<file path="config.mk">
export PLATFORM = sky130hd
export DESIGN_NAME = eth_tx_framer
export DESIGN_NICKNAME = d
export VERILOG_FILES = /design/src/rtl/eth_tx_pkg.sv /design/src/rtl/eth_tx_crc32.sv /design/src/rtl/eth_tx_ser.sv /design/src/rtl/eth_tx_seq.sv /design/src/rtl/eth_tx_framer.sv
export SDC_FILE = /design/constraint.sdc
export NUM_CORES = 1
export LEC_CHECK = 0
export CAP_MARGIN = 20
export CORE_ASPECT_RATIO = 1.25
export CORE_MARGIN = 2
export CORE_UTILIZATION = 30
export CTS_CLUSTER_SIZE = 14
export DETAILED_ROUTE_END_ITERATION = 12
export DONT_BUFFER_PORTS = 1
export PLACE_DENSITY = 0.47
export SYNTH_ARGS = -nofsm -noshare
export SYNTH_HDL_FRONTEND = slang
export SYNTH_SLANG_ARGS = --single-unit
</file>
<file path="constraint.sdc">
create_clock -name clk -period 2.5 [get_ports clk]
set_input_delay 0.5 -clock clk [delete_from_list [all_inputs] [get_ports clk]]
set_output_delay 0.5 -clock clk [all_outputs]
set_load 0.02 [all_outputs]
</file>
<file path="src/rtl/eth_tx_pkg.sv">
package eth_tx_pkg;

  typedef enum logic [2:0] {
    PH_IDLE,
    PH_PRE,
    PH_SFD,
    PH_DATA,
    PH_PAD,
    PH_FCS
  } phase_e;

  localparam logic [7:0] PRE_BYTE = 8'h55;
  localparam logic [7:0] SFD_BYTE = 8'hD5;

  // One byte through a bit-reflected CRC, data taken LSB first.
  function automatic logic [31:0] crc_step(input logic [31:0] c_in,
                                           input logic [7:0]  b,
                                           input logic [31:0] poly_r);
    logic [31:0] r;
    r = c_in;
    for (int i = 0; i < 8; i++) begin
      r = (r[0] ^ b[i]) ? ((r >> 1) ^ poly_r) : (r >> 1);
    end
    return r;
  endfunction

endpackage

</file>
<file path="src/rtl/eth_tx_crc32.sv">
module eth_tx_crc32 #(
  parameter int unsigned         CW     = 32,
  parameter logic [CW-1:0]       POLY_R = 32'hEDB88320,
  parameter int unsigned         BW     = 8
) (
  input  logic          clk,
  input  logic          rst_n,
  input  logic          init,
  input  logic          upd,
  input  logic [BW-1:0] upd_byte,
  input  logic          shift,
  output logic [CW-1:0] crc_q
);
  import eth_tx_pkg::*;

  logic [CW-1:0] crc_d;

  always_comb begin
    crc_d = crc_q;
    if (init)       crc_d = '1;
    else if (upd)   crc_d = crc_step(crc_q, upd_byte, POLY_R);
    else if (shift) crc_d = crc_q >> BW;
  end

  always_ff @(posedge clk or negedge rst_n) begin
    if (!rst_n) crc_q <= '1;
    else        crc_q <= crc_d;
  end

  // at most one operation on the register per cycle
  a_r6_exclusive_ops: assert property (@(posedge clk) disable iff (!rst_n)
    !(upd && shift) && !(init && shift) && !(init && upd));

endmodule

</file>
<file path="src/rtl/eth_tx_ser.sv">
module eth_tx_ser #(
  parameter int unsigned BW = 8,
  localparam int unsigned NW = $clog2(BW)
) (
  input  logic          clk,
  input  logic          rst_n,
  input  logic          load,
  input  logic [BW-1:0] din,
  output logic          bit_out,
  output logic          act,
  output logic          last_bit,
  output logic          need
);

  logic [BW-1:0] sh_q, sh_d;
  logic [NW-1:0] cnt_q, cnt_d;
  logic          act_q, act_d;

  assign last_bit = act_q && (cnt_q == NW'(BW - 1));
  assign need     = !act_q || (cnt_q == NW'(BW - 1));
  assign bit_out  = sh_q[0];
  assign act      = act_q;

  always_comb begin
    sh_d  = sh_q;
    cnt_d = cnt_q;
    act_d = act_q;
    if (load) begin
      sh_d  = din;
      cnt_d = '0;
      act_d = 1'b1;
    end else if (act_q) begin
      if (cnt_q == NW'(BW - 1)) begin
        act_d = 1'b0;
      end else begin
        sh_d  = sh_q >> 1;
        cnt_d = cnt_q + NW'(1);
      end
    end
  end

  always_ff @(posedge clk or negedge rst_n) begin
    if (!rst_n) begin
      sh_q  <= '0;
      cnt_q <= '0;
      act_q <= 1'b0;
    end else begin
      sh_q  <= sh_d;
      cnt_q <= cnt_d;
      act_q <= act_d;
    end
  end

  // a new byte is only loaded at a byte boundary
  a_r3_load_at_boundary: assert property (@(posedge clk) disable iff (!rst_n)
    load |-> need);

  // output never pauses inside a byte
  a_r9_no_midbyte_gap: assert property (@(posedge clk) disable iff (!rst_n)
    (act_q && cnt_q != NW'(BW - 1)) |=> (act_q && cnt_q == $past(cnt_q) + NW'(1)));

endmodule

</file>
<file path="src/rtl/eth_tx_seq.sv">
module eth_tx_seq #(
  parameter int unsigned BW      = 8,
  parameter int unsigned PRE_LEN = 7,
  parameter int unsigned MIN_LEN = 60,
  parameter int unsigned FCS_LEN = 4,
  parameter int unsigned CW      = 32,
  localparam int unsigned KMAX   = (PRE_LEN > FCS_LEN) ? PRE_LEN : FCS_LEN,
  localparam int unsigned KW     = $clog2(KMAX + 1),
  localparam int unsigned LW     = $clog2(MIN_LEN + 1)
) (
  input  logic          clk,
  input  logic          rst_n,
  input  logic          crc_off,
  input  logic [BW-1:0] in_data,
  input  logic          in_valid,
  input  logic          in_last,
  output logic          in_ready,
  input  logic          need,
  input  logic          last_bit,
  input  logic [CW-1:0] crc_q,
  output logic          load,
  output logic [BW-1:0] din,
  output logic          crc_init,
  output logic          crc_upd,
  output logic [BW-1:0] crc_byte,
  output logic          crc_shift,
  output logic          eof
);
  import eth_tx_pkg::*;

  phase_e        phase_q, phase_d;
  logic [KW-1:0] cnt_q, cnt_d;
  logic [LW-1:0] len_q, len_d;
  logic          last_q, last_d;
  logic          nocrc_q, nocrc_d;

  logic [LW-1:0] len_inc;
  assign len_inc = (len_q == LW'(MIN_LEN)) ? len_q : len_q + LW'(1);

  assign eof = last_bit &&
               ((phase_q == PH_FCS && cnt_q == KW'(FCS_LEN - 1)) ||
                (phase_q == PH_DATA && last_q && nocrc_q));

  always_comb begin
    phase_d   = phase_q;
    cnt_d     = cnt_q;
    len_d     = len_q;
    last_d    = last_q;
    nocrc_d   = nocrc_q;
    load      = 1'b0;
    din       = '0;
    in_ready  = 1'b0;
    crc_init  = 1'b0;
    crc_upd   = 1'b0;
    crc_byte  = '0;
    crc_shift = 1'b0;

    if (need) begin
      unique case (phase_q)
        PH_IDLE: begin
          if (in_valid) begin
            load     = 1'b1;
            din      = PRE_BYTE;
            phase_d  = PH_PRE;
            cnt_d    = KW'(1);
            len_d    = '0;
            last_d   = 1'b0;
            nocrc_d  = crc_off;
            crc_init = 1'b1;
          end
        end
        PH_PRE: begin
          load = 1'b1;
          if (cnt_q == KW'(PRE_LEN)) begin
            din     = SFD_BYTE;
            phase_d = PH_SFD;
          end else begin
            din   = PRE_BYTE;
            cnt_d = cnt_q + KW'(1);
          end
        end
        PH_SFD, PH_DATA, PH_PAD: begin
          if (phase_q != PH_PAD && !(phase_q == PH_DATA && last_q)) begin
            in_ready = 1'b1;
            if (in_valid) begin
              load     = 1'b1;
              din      = in_data;
              phase_d  = PH_DATA;
              last_d   = in_last;
              crc_upd  = 1'b1;
              crc_byte = in_data;
              len_d    = len_inc;
            end
          end else if (nocrc_q) begin
            phase_d = PH_IDLE;
          end else if (len_q < LW'(MIN_LEN)) begin
            load     = 1'b1;
            din      = '0;
            phase_d  = PH_PAD;
            crc_upd  = 1'b1;
            crc_byte = '0;
            len_d    = len_inc;
          end else begin
            load      = 1'b1;
            din       = ~crc_q[BW-1:0];
            crc_shift = 1'b1;
            phase_d   = PH_FCS;
            cnt_d     = '0;
          end
        end
        PH_FCS: begin
          if (cnt_q == KW'(FCS_LEN - 1)) begin
            phase_d = PH_IDLE;
          end else begin
            load      = 1'b1;
            din       = ~crc_q[BW-1:0];
            crc_shift = 1'b1;
            cnt_d     = cnt_q + KW'(1);
          end
        end
        default: phase_d = PH_IDLE;
      endcase
    end
  end

  always_ff @(posedge clk or negedge rst_n) begin
    if (!rst_n) begin
      phase_q <= PH_IDLE;
      cnt_q   <= '0;
      len_q   <= '0;
      last_q  <= 1'b0;
      nocrc_q <= 1'b0;
    end else begin
      phase_q <= phase_d;
      cnt_q   <= cnt_d;
      len_q   <= len_d;
      last_q  <= last_d;
      nocrc_q <= nocrc_d;
    end
  end

  // byte count used for padding never runs past the minimum
  a_r5_len_bound: assert property (@(posedge clk) disable iff (!rst_n)
    len_q <= LW'(MIN_LEN));

  // the CRC mode chosen at frame start holds for the whole frame
  a_r7_mode_held: assert property (@(posedge clk) disable iff (!rst_n)
    (phase_q != PH_IDLE && phase_d != PH_IDLE) |=> $stable(nocrc_q));

endmodule

</file>
<file path="src/rtl/eth_tx_framer.sv">
module eth_tx_framer #(
  parameter int unsigned BW      = 8,
  parameter int unsigned PRE_LEN = 7,
  parameter int unsigned MIN_LEN = 60,
  parameter int unsigned FCS_LEN = 4
) (
  input  logic          clk,
  input  logic          rst_n,
  input  logic          crc_off,
  input  logic [BW-1:0] in_data,
  input  logic          in_valid,
  input  logic          in_last,
  output logic          in_ready,
  output logic          ser_bit,
  output logic          ser_valid,
  output logic          eof
);
  localparam int unsigned CW = FCS_LEN * BW;

  logic          need, last_bit, load;
  logic [BW-1:0] din, crc_byte;
  logic          crc_init, crc_upd, crc_shift;
  logic [CW-1:0] crc_q;

  eth_tx_seq #(
    .BW(BW), .PRE_LEN(PRE_LEN), .MIN_LEN(MIN_LEN), .FCS_LEN(FCS_LEN), .CW(CW)
  ) i_seq (
    .clk(clk), .rst_n(rst_n), .crc_off(crc_off),
    .in_data(in_data), .in_valid(in_valid), .in_last(in_last), .in_ready(in_ready),
    .need(need), .last_bit(last_bit), .crc_q(crc_q),
    .load(load), .din(din),
    .crc_init(crc_init), .crc_upd(crc_upd), .crc_byte(crc_byte), .crc_shift(crc_shift),
    .eof(eof)
  );

  eth_tx_ser #(.BW(BW)) i_ser (
    .clk(clk), .rst_n(rst_n), .load(load), .din(din),
    .bit_out(ser_bit), .act(ser_valid), .last_bit(last_bit), .need(need)
  );

  eth_tx_crc32 #(.CW(CW), .POLY_R(CW'(32'hEDB88320)), .BW(BW)) i_crc (
    .clk(clk), .rst_n(rst_n), .init(crc_init), .upd(crc_upd), .upd_byte(crc_byte),
    .shift(crc_shift), .crc_q(crc_q)
  );

  // input is only taken at a byte boundary of the output
  a_r3_ready_at_boundary: assert property (@(posedge clk) disable iff (!rst_n)
    in_ready |-> (!ser_valid || last_bit));

  // end-of-frame marks a real bit
  a_r8_eof_on_bit: assert property (@(posedge clk) disable iff (!rst_n)
    eof |-> ser_valid);

  // output goes quiet right after the final bit
  a_r8_quiet_after_eof: assert property (@(posedge clk) disable iff (!rst_n)
    eof |=> !ser_valid);

endmodule

</file>
## Word-level counts from Yosys, hierarchy flattened

Cells that the tools add are included.

| word-level totals | value |
|---|---|
| output and inout bits | 4 |
| logic and storage cells | 154 |
| input bits | 13 |
| register bits after elaboration | 58 |

| cells by class | value |
|---|---|
| bitwise logic cells | 17 |
| magnitude comparators | 1 |
| reduce and logical (&&, ||, !) cells | 22 |
| eq/ne operators | 24 |
| muxes and demuxes | 78 |
| add/subtract/negate cells | 3 |

Operators with widths:

| kind | number |
|---|---|
| 2-to-1 mux 32 bit | 11 |
| NOT 13 -> 14 bit | 8 |
| 2-to-1 mux 8 bit | 13 |
| 2-to-1 mux 3 bit | 14 |
| 2-to-1 mux 6 bit | 6 |
| one-hot mux 8 bit (4 select lines) | 1 |
| 2-to-1 mux 1 bit | 26 |
| one-hot mux 3 bit (4 select lines) | 2 |
| inequality test 2 bit, second input constant | 9 |
| equality test 3 bit, second input constant | 4 |
| one-hot mux 6 bit (2 select lines) | 1 |
| AND reduction 5 bit | 2 |
| equality test 3 x 2 -> 1 bit, second input constant | 3 |
| inequality test 3 bit, second input constant | 3 |
| NOT 8 bit | 1 |
| AND reduction 8 bit | 1 |
| bitwise XOR 1 bit | 8 |
| 2-to-1 mux 7 bit | 1 |
| adder 3 x 1 -> 3 bit, second input constant | 2 |
| adder 6 x 1 -> 6 bit, second input constant | 1 |
| equality test 6 bit, second input constant | 1 |
| logical AND 1 bit | 6 |
| less-than comparator 6 bit, second input constant | 1 |
| AND reduction 6 bit | 1 |
| 14 further kinds | 19 |

## Logic depth before layout (Yosys ltp)

| depth | value |
|---|---|
| depth after elaboration | 25 |
| gate-level depth with buffers | 11 |
| gate-level depth less buffers | 9 |

## Hierarchy

A second synthesis with hierarchy kept.

| unflattened totals | value |
|---|---|
| cell total of the unflattened synthesis | 395 |
| area, all modules | 4401.7 sq um |

By module, submodules not included:

| module | cells each | seq. area each (sq um) | area each (sq um) | instances |
|---|---|---|---|---|
| eth_tx_crc32 | 203 | 840.8 | 2612.5 | 1 |
| eth_tx_seq | 141 | 350.3 | 1213.7 | 1 |
| eth_tx_ser | 51 | 300.3 | 575.6 | 1 |

## Worst setup path before layout

Ideal clock, no wire load.

| timing path | value |
|---|---|
| kind | reg2reg |
| start point | register i_ser.cnt_q[0] |
| end point | register i_crc.crc_q[21] |
| slack | 0.052 ns |
| period minus slack after synthesis | 2.448 ns |
| path buffers | 1 |
| data required time | 2.436 ns |
| cell stages (with the launch flop) | 11 |
| library setup time | 0.064 ns |
| arrival time | 2.384 ns |
| cell sequence | dfrtp_1 -> ha_1 -> ha_1 -> nand2b_1 -> buf_2 -> nand4_4 -> nor2_1 -> xnor2_1 -> xnor3_1 -> or3_1 -> nand3_1 |

| between the ends | value |
|---|---|
| longest elaborated chain between the ends | 17 |
| elaborated cells on any way between the ends | 25 |
| those cells by class | eq/ne (1); mux (13); bitwise (9); reduce/logical (2) |

Ends and longest elaborated chain:

| element | line | text |
|---|---|---|
| start: declaration | eth_tx_ser.sv:16 | `logic [NW-1:0] cnt_q, cnt_d;` |
| start signal: assignment | eth_tx_ser.sv:49 | `cnt_q <= cnt_d;` |
| equality test 3 bit (*) | eth_tx_ser.sv:20 | `assign need = !act_q \|\| (cnt_q == NW'(BW - 1));` |
| logical OR 1 bit (*) | eth_tx_ser.sv:20 |  |
| 2-to-1 mux 8 bit | eth_tx_seq.sv:58 | `if (need) begin` |
| bitwise XOR 1 bit | eth_tx_pkg.sv:22 | `r = (r[0] ^ b[i]) ? ((r >> 1) ^ poly_r) : (r >> 1);` |
| 2-to-1 mux 32 bit | eth_tx_pkg.sv:22 |  |
| NOT 13 -> 14 bit (no source line) | -- |  |
| 2-to-1 mux 32 bit (2 in series) | eth_tx_pkg.sv:22 |  |
| NOT 13 -> 14 bit (no source line) | -- |  |
| 2-to-1 mux 32 bit | eth_tx_pkg.sv:22 |  |
| NOT 13 -> 14 bit (no source line) | -- |  |
| 2-to-1 mux 32 bit (2 in series) | eth_tx_pkg.sv:22 |  |
| NOT 13 -> 14 bit (no source line) | -- |  |
| 2-to-1 mux 32 bit | eth_tx_pkg.sv:22 |  |
| 2-to-1 mux 32 bit | eth_tx_crc32.sv:21 | `else if (upd) crc_d = crc_step(crc_q, upd_byte, POLY_R);` |
| 2-to-1 mux 32 bit | eth_tx_crc32.sv:20 | `if (init) crc_d = '1;` |
| end signal: assignment | eth_tx_crc32.sv:27 | `else crc_q <= crc_d;` |
| end: declaration | eth_tx_crc32.sv:12 | `output logic [CW-1:0] crc_q` |

Every way passes the cells marked *; elsewhere a longest branch is shown, timed or not.
A chain may end at the register's enable or synchronous reset.

## Final worst setup path

| timing path | value |
|---|---|
| start point | register i_seq.cnt_q[0] |
| end point | register i_crc.crc_q[27] |

| between the ends | value |
|---|---|
| longest elaborated chain between the ends | 5 |

Ends and longest elaborated chain:

| element | line | text |
|---|---|---|
| start: declaration | eth_tx_seq.sv:32 | `logic [KW-1:0] cnt_q, cnt_d;` |
| start signal: assignment | eth_tx_seq.sv:135 | `cnt_q <= cnt_d;` |
| equality test 3 x 2 -> 1 bit | eth_tx_seq.sv:112 | `if (cnt_q == KW'(FCS_LEN - 1)) begin` |
| 2-to-1 mux 1 bit | eth_tx_seq.sv:112 |  |
| one-hot mux 1 bit (2 select lines) | eth_tx_seq.sv:59 | `unique case (phase_q)` |
| 2-to-1 mux 1 bit | eth_tx_seq.sv:58 |  |
| nonzero test 3 bit (no source line) | -- |  |

No other way between the ends.

==> reports/qor.yml <==
outcome: "completed"
r2r-end: "i_crc.crc_q[27]"
root_buffer: "clkbuf_16"
setup_viol: 0
gp_congestion: 0.868
ir_drop_uv: 322
core_sq_um: 14400
timing.rr.start: "i_seq.cnt_q[0]"
r2r_slack_ps: 90
nets: 559
worstPathArrival_ps: 2670
power_uw: 2780
synth_area_leaders: "dfstp_2 (19%), dfrtp_1 (15%), xnor2_1 (9.1%), o21ai_0 (4.7%), nor2_1 (4.3%)"
fmax_mhz: 415
diodes: 0
gr-total-overflow: 0
port_buffers: 0
start_util: 0.306
ys_seq_area_frac: 0.338
syn_avg_cell_area_sq_um: 8.71
stdcell_count: 722
synth_edf_count: 0
hold_class: "in2async"
critical_path_required_ps: 2760
p_leak_uw: 0.00207
dr.pass1.iters: 4
tritoncts: "yes"
cp-end-kind: "register"
place_hpwl_mm: 9.58
drt_iter0_drc: 173
die-width_um: 112
hold_viol: 0
synth_area_sq_um: 4410
via_per_inst: 5.34
path_max_fanout: 9
drv_cap: 0
power_density_nw_per_um2: 521
path_class: "reg2reg"
die_h_um: 140
grtUsageTotal: 0.170
clk_pin_slew_ps: 50
r2r_cells: 9
grt_max_degree: 34
yosysWarnings: 0
tightest_slew_ps: 794
htree_levels: 3
io_pins: 17
die-area_sq_um: 15700
cts.sinks: 58
dp.cells: 698
ys.flop_type: "dfstp_2"
vias: 3859
post-route-min-period_ps: 2410
synth_area_leader_cell: "dfstp_2"
skew_ps: 7.03
clock_tree.buffer_depth: 2
async_flop_share: 1.00
wl_per_cell_um: 18.5
drv_slew: 0
ant_nets: 0
wl_mm: 13.4
fp-row-count: 49
clk-insertion-delay-late_ps: 330
yosysUniqueCellTypes: 70
syn_to_final_growth_pct: 20.9
grt_first_pass_wirelength_mm: 20.9
numCtsBuffers: 9
ys_ff_latch: 58
cp-start-kind: "register"
first_global_vias: 3889
slew_headroom: 0.469
syn_inst: 506
netlist.area_leader.share: 0.191
drc: 0
post-route-period-util: 0.965
syn-num-nets: 526
antenna_found_initial: 0
drive_above_1_share: 0.261
n_fill_cell: 1424
[cell usage after synthesis (4+ instances only)]
cell       number
xnor2_1        46
and3_1          5
a21oi_1        31
nand2b_1        6
o21ai_1         7
nand2_1        46
dfstp_2        32
o22ai_1         6
inv_1          10
clkbuf_1       15
nand4_1         5
nor2_1         51
ha_1            7
nor3_1          6
buf_2          16
o2111ai_1       4
nand3_1         9
o21ai_0        41
a211oi_2        4
a211oi_1        6
nor2b_1         4
xor2_1         21
o221ai_1        6
a211o_1         5
dfrtp_1        26
o211ai_1       12
or3_1           6
[flip-flops by register name (all words and copies together), names as in the netlist]
signal and cells:
i_seq.phase_q 3, i_crc.crc_q 32, i_seq.cnt_q 3, i_ser.cnt_q 3, i_ser.sh_q 8, i_seq.len_q 6, i_seq.nocrc_q 1, i_seq.last_q 1
i_ser.act 1
[layer usage]
metal	global-route usage	wire length [um]	vias to the layer above	share of wire
met4	0.0783	465	0	0.035
li1	-	-	1858	-
met5	0	0	-	0
met1	0.208	5830	1891	0.44
met3	0.0370	452	30	0.034
met2	0.287	6610	80	0.49
[final cells by class]
cell class                 count  area [sq um]  area share
sequential                    58          1490       0.280
multi-input combinational    403          2820       0.528
clock buffer                  14           264      0.0495
tap                          178           223      0.0418
inverter                      11          41.3     0.00774
clock inverter                 2          35.0     0.00657
timing repair buffer          56           459      0.0861
[where the power goes]
| group | switching [uW] | total, uW | internal (uW) |
|---|---|---|---|
| Combinational | 237 | 474 | 238 |
| Sequential | 45.1 | 1040 | 991 |
| Clock | 441 | 1270 | 825 |
| Total | 723 | 2780 | 2050 |
[cells by family (layout without fill, tap and decap cells)]
logic type,after synthesis,after routing,synth area share
buffers and inverters,46,83,0.0471
AO/OA/AOI/OAI,147,147,0.219
flip-flops,58,58,0.338
multiplexers,4,4,0.00936
adder cells (fa/ha/maj),7,7,0.0199
AND/OR/NAND/NOR,170,171,0.204
XOR/XNOR,74,74,0.163
[critical path: stages (launching register included)]
cell	delay, ps
dfrtp_1	400
ha_1	240
ha_1	210
nand2b_1	180
nor2_1	150
o21bai_1	160
buf_4	220
and2_2	250
buf_4	180
a221o_1	340
[worst max-delay path by stage]
stage,startpoint,endpoint,slack [ps]
5_1_grt,i_ser.cnt_q[0],i_crc.crc_q[26],-7
4_1_cts,i_ser.cnt_q[0],i_crc.crc_q[19],30
2_1_floorplan,i_ser.cnt_q[0],i_crc.crc_q[21],50
3_3_place_gp,i_ser.cnt_q[0],i_crc.crc_q[19],-90
3_5_place_dp,i_ser.cnt_q[0],i_crc.crc_q[19],-50
6_report,i_seq.cnt_q[0],i_crc.crc_q[27],90
[layout by cell type, fill, tap and decap left out, drive strengths merged, types with 10 or more instances in the layout]
cell type and instances:
clkbuf 14, o21ai 49, o211ai 12, nand3 10
dfstp 32, a211oi 10, xnor2 48, dfrtp 26
nor2 52, buf 52, xor2 23, nand2 47
inv 11, a21oi 31
[per-stage QoR]
step	utilization	setup TNS, ps	hold slack, ps	setup slack [ps]	cell area, sq um
2_1_floorplan	-	0	204	52.1	4410
3_3_place_gp	0.336	-89.6	211	-89.6	4850
3_5_place_dp	0.336	-57.9	212	-53.3	4850
4_1_cts	0.361	0	0.956	29.1	5200
5_1_grt	0.370	-6.99	0.793	-6.99	5330
6_report	0.370	0	14.7	88.6	5330
[timing repair]
| action | 4_1_cts | 5_1_grt |
|---|---|---|
| resized for setup | 3 | 22 |
| hold buffers | 2 | 3 |
| setup endpoints to repair | 5 | 26 |
| buffers inserted | 1 | 1 |
| gates cloned | 1 | 0 |
| hold endpoints to repair | 26 | 10 |
| pin swaps | 2 | 3 |
(Power assumes the default switching activity.)
